$ cat config.mk
export PLATFORM = sky130hd
export DESIGN_NAME = dvs_slew_ctrl
export DESIGN_NICKNAME = d
export VERILOG_FILES = /design/src/rtl/dvs_pkg.sv /design/src/rtl/dvs_cfg_regs.sv /design/src/rtl/dvs_tgt_sel.sv /design/src/rtl/dvs_ramp.sv /design/src/rtl/dvs_slew_ctrl.sv
export SDC_FILE = /design/constraint.sdc
export NUM_CORES = 1
export LEC_CHECK = 0
export BUFFER_PORTS_ARGS = -buffer_cell sky130_fd_sc_hd__buf_2
export CAP_MARGIN = 20
export CORE_MARGIN = 2
export CORE_UTILIZATION = 45
export CTS_CLUSTER_SIZE = 20
export DETAILED_ROUTE_END_ITERATION = 12
export GPL_TIMING_DRIVEN = 0
export SYNTH_ARGS = -nofsm -noshare
export SYNTH_HDL_FRONTEND = slang
export SYNTH_SLANG_ARGS = --single-unit
$ cat constraint.sdc
create_clock -name clk -period 4 [get_ports clk]
set_input_delay 0.2 -clock clk [delete_from_list [all_inputs] [get_ports clk]]
set_output_delay 0.2 -clock clk [all_outputs]
set_load 0.02 [all_outputs]
$ cat src/rtl/dvs_pkg.sv
package dvs_pkg;
    localparam int CW       = 6;   // code width
    localparam int CODE_MAX = 32;  // 1.70 V
    localparam int SPD_W    = 2;
    localparam int CNT_W    = 3;   // holds up to period 8 minus one

    typedef logic [CW-1:0] code_t;

    typedef enum logic [1:0] {
        SEL_NORM  = 2'd0,
        SEL_STBY  = 2'd1,
        SEL_DVS   = 2'd2,
        SEL_SPEED = 2'd3
    } wsel_e;

    typedef struct packed {
        code_t             norm;
        code_t             stby;
        code_t             dvs;
        logic [SPD_W-1:0]  spd;
    } chan_cfg_t;

    function automatic code_t clamp_code(input code_t v);
        return (v > code_t'(CODE_MAX)) ? code_t'(CODE_MAX) : v;
    endfunction

    function automatic logic [CNT_W:0] step_period(input logic [SPD_W-1:0] s);
        return (CNT_W+1)'(1) << s;
    endfunction
endpackage

$ cat src/rtl/dvs_cfg_regs.sv
module dvs_cfg_regs
    import dvs_pkg::*;
(
    input  logic      clk,
    input  logic      rst,
    input  logic      wr_en,
    input  logic      lock,
    input  wsel_e     wr_sel,
    input  code_t     wr_data,
    output chan_cfg_t cfg_o
);
    chan_cfg_t cfg_q;

    always_ff @(posedge clk) begin
        if (rst) begin
            cfg_q <= '0;
        end else if (wr_en && !lock) begin
            case (wr_sel)
                SEL_NORM:  cfg_q.norm <= clamp_code(wr_data);
                SEL_STBY:  cfg_q.stby <= clamp_code(wr_data);
                SEL_DVS:   cfg_q.dvs  <= clamp_code(wr_data);
                default:   cfg_q.spd  <= wr_data[SPD_W-1:0];
            endcase
        end
    end

    assign cfg_o = cfg_q;

    a_r2_set_points_capped: assert property (@(posedge clk) disable iff (rst)
        (cfg_q.norm <= code_t'(CODE_MAX)) && (cfg_q.stby <= code_t'(CODE_MAX))
        && (cfg_q.dvs <= code_t'(CODE_MAX)));

    a_r7_locked_write_ignored: assert property (@(posedge clk) disable iff (rst)
        (wr_en && lock) |=> $stable(cfg_q));
endmodule

$ cat src/rtl/dvs_tgt_sel.sv
module dvs_tgt_sel
    import dvs_pkg::*;
(
    input  chan_cfg_t cfg_i,
    input  logic      stby_i,
    input  logic      dvs_i,
    output code_t     tgt_o
);
    // dynamic level outranks standby, standby outranks normal
    always_comb begin
        if (dvs_i)       tgt_o = cfg_i.dvs;
        else if (stby_i) tgt_o = cfg_i.stby;
        else             tgt_o = cfg_i.norm;
    end
endmodule

$ cat src/rtl/dvs_ramp.sv
module dvs_ramp
    import dvs_pkg::*;
(
    input  logic             clk,
    input  logic             rst,
    input  logic             tick,
    input  code_t            tgt_i,
    input  logic [SPD_W-1:0] spd_i,
    output code_t            code_o,
    output logic             rdy_o
);
    code_t            code_q;
    logic [CNT_W-1:0] cnt_q;
    logic [CNT_W:0]   per;
    logic             at_tgt;
    logic             last;
    logic             go_up;

    always_comb begin
        per    = step_period(spd_i);
        at_tgt = (code_q == tgt_i);
        // >= keeps the ramp moving if the speed shrinks mid-ramp
        last   = ({1'b0, cnt_q} >= (per - (CNT_W+1)'(1)));
        go_up  = (tgt_i > code_q);
    end

    always_ff @(posedge clk) begin
        if (rst) begin
            code_q <= '0;
            cnt_q  <= '0;
        end else if (at_tgt) begin
            cnt_q  <= '0;                       // restart at target
        end else if (tick) begin
            if (last) begin
                cnt_q  <= '0;
                code_q <= go_up ? code_q + code_t'(1) : code_q - code_t'(1);
            end else begin
                cnt_q  <= cnt_q + CNT_W'(1);
            end
        end
    end

    assign code_o = code_q;
    assign rdy_o  = at_tgt;

    a_r4_unit_step: assert property (@(posedge clk) disable iff (rst)
        1'b1 |=> (code_q == $past(code_q)) || (code_q == $past(code_q) + code_t'(1))
                 || (code_q + code_t'(1) == $past(code_q)));

    a_r6_moves_toward_target: assert property (@(posedge clk) disable iff (rst)
        1'b1 |=> ((code_q <= $past(code_q)) || ($past(code_q) < $past(tgt_i)))
              && ((code_q >= $past(code_q)) || ($past(code_q) > $past(tgt_i))));

    a_r8_idle_hold: assert property (@(posedge clk) disable iff (rst)
        !tick |=> $stable(code_q));
endmodule

$ cat src/rtl/dvs_slew_ctrl.sv
module dvs_slew_ctrl
    import dvs_pkg::*;
#(
    parameter int NCH = 2,
    localparam int CHW = (NCH > 1) ? $clog2(NCH) : 1
) (
    input  logic              clk,
    input  logic              rst,
    input  logic              tick,
    input  logic              pair_mode,
    input  logic              wr_en,
    input  logic [CHW-1:0]    wr_ch,
    input  logic [1:0]        wr_sel,
    input  logic [CW-1:0]     wr_data,
    input  logic [NCH-1:0]    stby_pin,
    input  logic [NCH-1:0]    dvs_pin,
    output logic [NCH*CW-1:0] code_o,
    output logic [NCH-1:0]    pwr_rdy
);
    wsel_e sel;
    assign sel = wsel_e'(wr_sel);

    for (genvar ch = 0; ch < NCH; ch++) begin : g_ch
        chan_cfg_t cfg;
        code_t     tgt;
        code_t     code;
        logic      we;
        logic      lock;

        assign we   = wr_en && (wr_ch == CHW'(ch));
        assign lock = pair_mode && ((ch % 2) == 1);

        dvs_cfg_regs u_regs (
            .clk     (clk),
            .rst     (rst),
            .wr_en   (we),
            .lock    (lock),
            .wr_sel  (sel),
            .wr_data (wr_data),
            .cfg_o   (cfg)
        );

        dvs_tgt_sel u_sel (
            .cfg_i  (cfg),
            .stby_i (stby_pin[ch]),
            .dvs_i  (dvs_pin[ch]),
            .tgt_o  (tgt)
        );

        dvs_ramp u_ramp (
            .clk    (clk),
            .rst    (rst),
            .tick   (tick),
            .tgt_i  (tgt),
            .spd_i  (cfg.spd),
            .code_o (code),
            .rdy_o  (pwr_rdy[ch])
        );

        assign code_o[ch*CW +: CW] = code;
    end
endmodule

==> impl_table.tex <==
\begin{tabular}{lr}
\hline
Metric & Value \\
\hline
\multicolumn{2}{l}{\textbf{Run status}} \\
\quad Outcome & finished, final reports clean \\
\multicolumn{2}{l}{\textbf{Drt}} \\
\quad DR pass1 iterations & 4 \\
\quad Via/cell ratio & 4.90 \\
\quad Metal3 WL & 228 µm \\
\quad M1 wire length & 3.48 mm \\
\quad Total detailed-routing wirelength & 6.56 mm \\
\quad Number of remaining DRC errors & 0 \\
\quad Via count & 2431 \\
\quad Met2 routed WL & 2.76 mm \\
\quad Iteration-0 DRC Markers & 76 \\
\quad Post-DRT Antenna Nets & 0 \\
\quad Wire per inst & 13.2 µm \\
\quad Top routing layer in use & met4 \\
\multicolumn{2}{l}{\textbf{Clocking}} \\
\quad Clock Tree Root & clkbuf\_8 \\
\quad Clock transition at the registers of the reported paths & 70 ps \\
\quad Clock buffer depth & 2 \\
\quad Number of gates given a new drive strength after cts & 0 \\
\quad Count of hold buffers inserted by post-cts repair & 0 \\
\quad Clock net sink count & 58 \\
\quad \# Post-CTS Setup Buffers & 0 \\
\quad Insertion delay to the later sink of the worst-skew pair & 340 ps \\
\quad TritonCTS clock tree & built \\
\quad H-Tree Depth & 3 \\
\quad Clock buffer count from CTS & 9 \\
\multicolumn{2}{l}{\textbf{Yosys}} \\
\quad Distinct cells, synth & 31 \\
\quad Synthesized Nets & 405 \\
\quad Sequential area share after synthesis & 0.362 \\
\quad Cell types occupying the most area after synthesis & dfxtp\_1 (36\%), mux2i\_1 (18\%), ha\_1 (11\%) \\
\quad Cell type contributing the most total cell area after synthesis & dfxtp\_1 \\
\quad Largest family of logic cells by synthesized area & multiplexers \\
\quad Combined area of all synthesized cells & 0.00321 mm² \\
\quad Cell count after synthesis & 357 \\
\quad Number of register bits inferred by synthesis & 58 \\
\quad Top flip-flop cell by instance count after synthesis & dfxtp\_1 \\
\quad Share of cell area taken by muxes after synthesis & 0.181 \\
\quad Adder-cell area share of the yosys netlist & 0.122 \\
\quad Area share of and/or/nand/nor cells after synthesis & 0.152 \\
\quad Share of synthesized registers carrying an async set or reset & 0 \\
\quad Fraction of synthesized cell area in xor and xnor cells & 0.0382 \\
\quad Share of Yosys cell area claimed by the top area cell type & 0.362 \\
\quad Avg Synthesized Cell Area & 8.99 µm² \\
\quad Share of the synthesized area in compound gates (AO/OA/AOI/OAI) & 0.0998 \\
\quad Count of flip-flops with a built-in enable after synthesis & 0 \\
\quad Number of warnings issued by yosys & 0 \\
\multicolumn{2}{l}{\textbf{STA}} \\
\quad Accumulated negative setup slack & 0 ps \\
\quad RSZ-0062 raised after global routing & no \\
\quad Period utilisation layout & 0.776 \\
\quad Min Clock Period, post-route & 3100 ps \\
\quad Max transition margin & 0.572 \\
\quad Final number of hold-violating endpoints & 0 \\
\quad Setup violation total in the final timing report & 0 \\
\quad Transition time at the pin with the least slew margin & 638 ps \\
\quad Worst slack on hold paths & 141 ps \\
\quad Max-slew violations & 0 \\
\quad Worst clock skew & 5.28 ps \\
\quad Highest clock frequency the design can meet & 322 MHz \\
\quad Final Worst Setup Slack & 895 ps \\
\multicolumn{2}{l}{\textbf{Global routing}} \\
\quad Overflow after GRT & 0 \\
\quad Pin count of the biggest net entering global routing & 12 \\
\quad GRT Total Usage & 0.179 \\
\quad First-pass GRT wire length & 10.7 mm \\
\quad Number of global-route vias before repair & 2241 \\
\quad Number of antenna violations at the first check in global routing & 0 \\
\multicolumn{2}{l}{\textbf{Die}} \\
\quad Placement Rows & 30 \\
\quad Die boundary height & 88.4 µm \\
\quad Ports placed on the boundary & 32 \\
\quad Starting utilization of the core area & 0.470 \\
\quad Die Width & 88.4 µm \\
\quad Overall die area & 0.00782 mm² \\
\quad Core region area & 0.00683 mm² \\
\multicolumn{2}{l}{\textbf{Final layout}} \\
\quad Synthesis-to-layout area growth & 13.5\% \\
\quad Number of inserted diodes & 0 \\
\quad Most used cells in the layout excluding fill and tap cells & nor2\_1 (61), mux2i\_1 (58), dfxtp\_1 (58) \\
\quad Ratio of cells with drive above 1 in the final layout & 0.153 \\
\quad Number of nets at the end of the flow & 443 \\
\quad Most common cell after layout, fill and taps aside & nor2\_1 \\
\quad Number of standard cells in the final layout excluding fillers & 496 \\
\quad Final-layout fill cell count & 674 \\
\multicolumn{2}{l}{\textbf{Job}} \\
\quad Count of maximum capacitance violations & 0 \\
\multicolumn{2}{l}{\textbf{Power}} \\
\quad Leak pwr & 1.53 nW \\
\quad Worst VDD drop & 0.000263 V \\
\quad Areal power density over the cells & 673 mW/mm² \\
\quad Total design power & 2.45 mW \\
\multicolumn{2}{l}{\textbf{Placed design}} \\
\quad Worst setup slack after placement & 564 ps \\
\quad Detailed-placement wirelength estimate & 4.92 mm \\
\quad Number of instances in the placed design & 480 \\
\quad GPL Wtd Cong & 0.760 \\
\quad Count of buffers inserted at the top-level ports & 27 \\
\multicolumn{2}{l}{\textbf{Setup path}} \\
\quad Type of origin of the critical path & input pin \\
\quad Worst setup EP type & register \\
\quad Critical-path maximum fanout & 6 \\
\quad Worst EP arrival & 3310 ps \\
\quad Class of the most critical setup path & input pin to register \\
\quad Worst Path Required & 4210 ps \\
\multicolumn{2}{l}{\textbf{Min path}} \\
\quad Class of the most critical hold timing path & input pin to register \\
\hline
\end{tabular}
synthesized netlist by cell type (3+ instances only):
library cell  instances
o21ai_0              19
nand3_1               3
dfxtp_1              58
nor2b_1               8
nand2b_1              4
mux2i_1              58
a211oi_1              4
nor2_2                4
o21bai_1              3
or3_1                 3
ha_1                 28
or2_2                 3
xnor2_1              12
inv_1                18
clkbuf_1             11
a21o_1                7
nor2_1               61
buf_2                 4
a21oi_1              14
nand2_1              19
cell families after synthesis:
logic type,Yosys count
DFF,58
AOI/OAI and AO/OA,52
and+or+nand+nor,110
xor gates and xnor gates,14
buffers and inverters,35
muxes,58
adders and majority gates,30
per-stage QoR:
step	util	instance area, µm²
after global placement	0.507	3460
after detailed placement	0.507	3460
final	0.533	3640
after CTS	0.533	3640
after global routing	0.533	3640
after floorplan	-	3210
per-layer routing:
metal  vias up  track usage
li1       1290            -
met1      1093        0.251
met2        38        0.270
met3        10       0.0466
met4         0       0.0592
met5         -            0
worst max-delay path: stages:
cell	delay, ps
clkbuf_1	400
mux2i_1	270
o21ai_0	120
ha_1	330
a21oi_2	140
a21boi_1	80
o32ai_2	520
ha_1	350
a211oi_1	250
o21bai_1	110
a21oi_1	170
xnor2_1	160
a21o_1	160
a21oi_2	40
where the power goes:
part           internal [mW]  leakage [nW]  total, mW  switching [mW]
logic                  0.581         0.977       1.25           0.669
registers              0.641         0.470      0.712          0.0707
clock network          0.241        0.0847      0.489           0.248
total                   1.46          1.53       2.45           0.988
path summary, 6_finish.rpt:
check,start,cells after the start,to,slack [ps]
max,stby_pin[0],14,g_ch[0].u_ramp.code_o[5],900
min,wr_data[0],3,g_ch[1].u_regs.cfg_o[0],140
max reg2reg,g_ch[0].u_regs.cfg_o[12],13,g_ch[0].u_ramp.code_o[5],950
min reg2reg,g_ch[0].u_regs.cfg_o[14],2,g_ch[0].u_regs.cfg_o[14],500
cell type report:
cell class | count | area [µm²] | share of cell area
Timing Repair Buffer | 27 | 135 | 0.0371
Clock inverter | 6 | 41.3 | 0.0113
Multi-Input combinational cell | 264 | 1900 | 0.523
Buffer | 17 | 76.3 | 0.0210
Clock buffer | 10 | 138 | 0.0378
Tap cell | 96 | 120 | 0.0330
Sequential cell | 58 | 1160 | 0.319
Inverter | 18 | 67.6 | 0.0186
sequential cells by signal, indices dropped and copies added (netlist names):
| signal | flops |
|---|---|
| g_ch.u_regs.cfg_o | 40 |
| g_ch.u_ramp.code_o | 12 |
| g_ch.u_ramp.cnt_q | 6 |
Power figures use the tool's default switching activity.
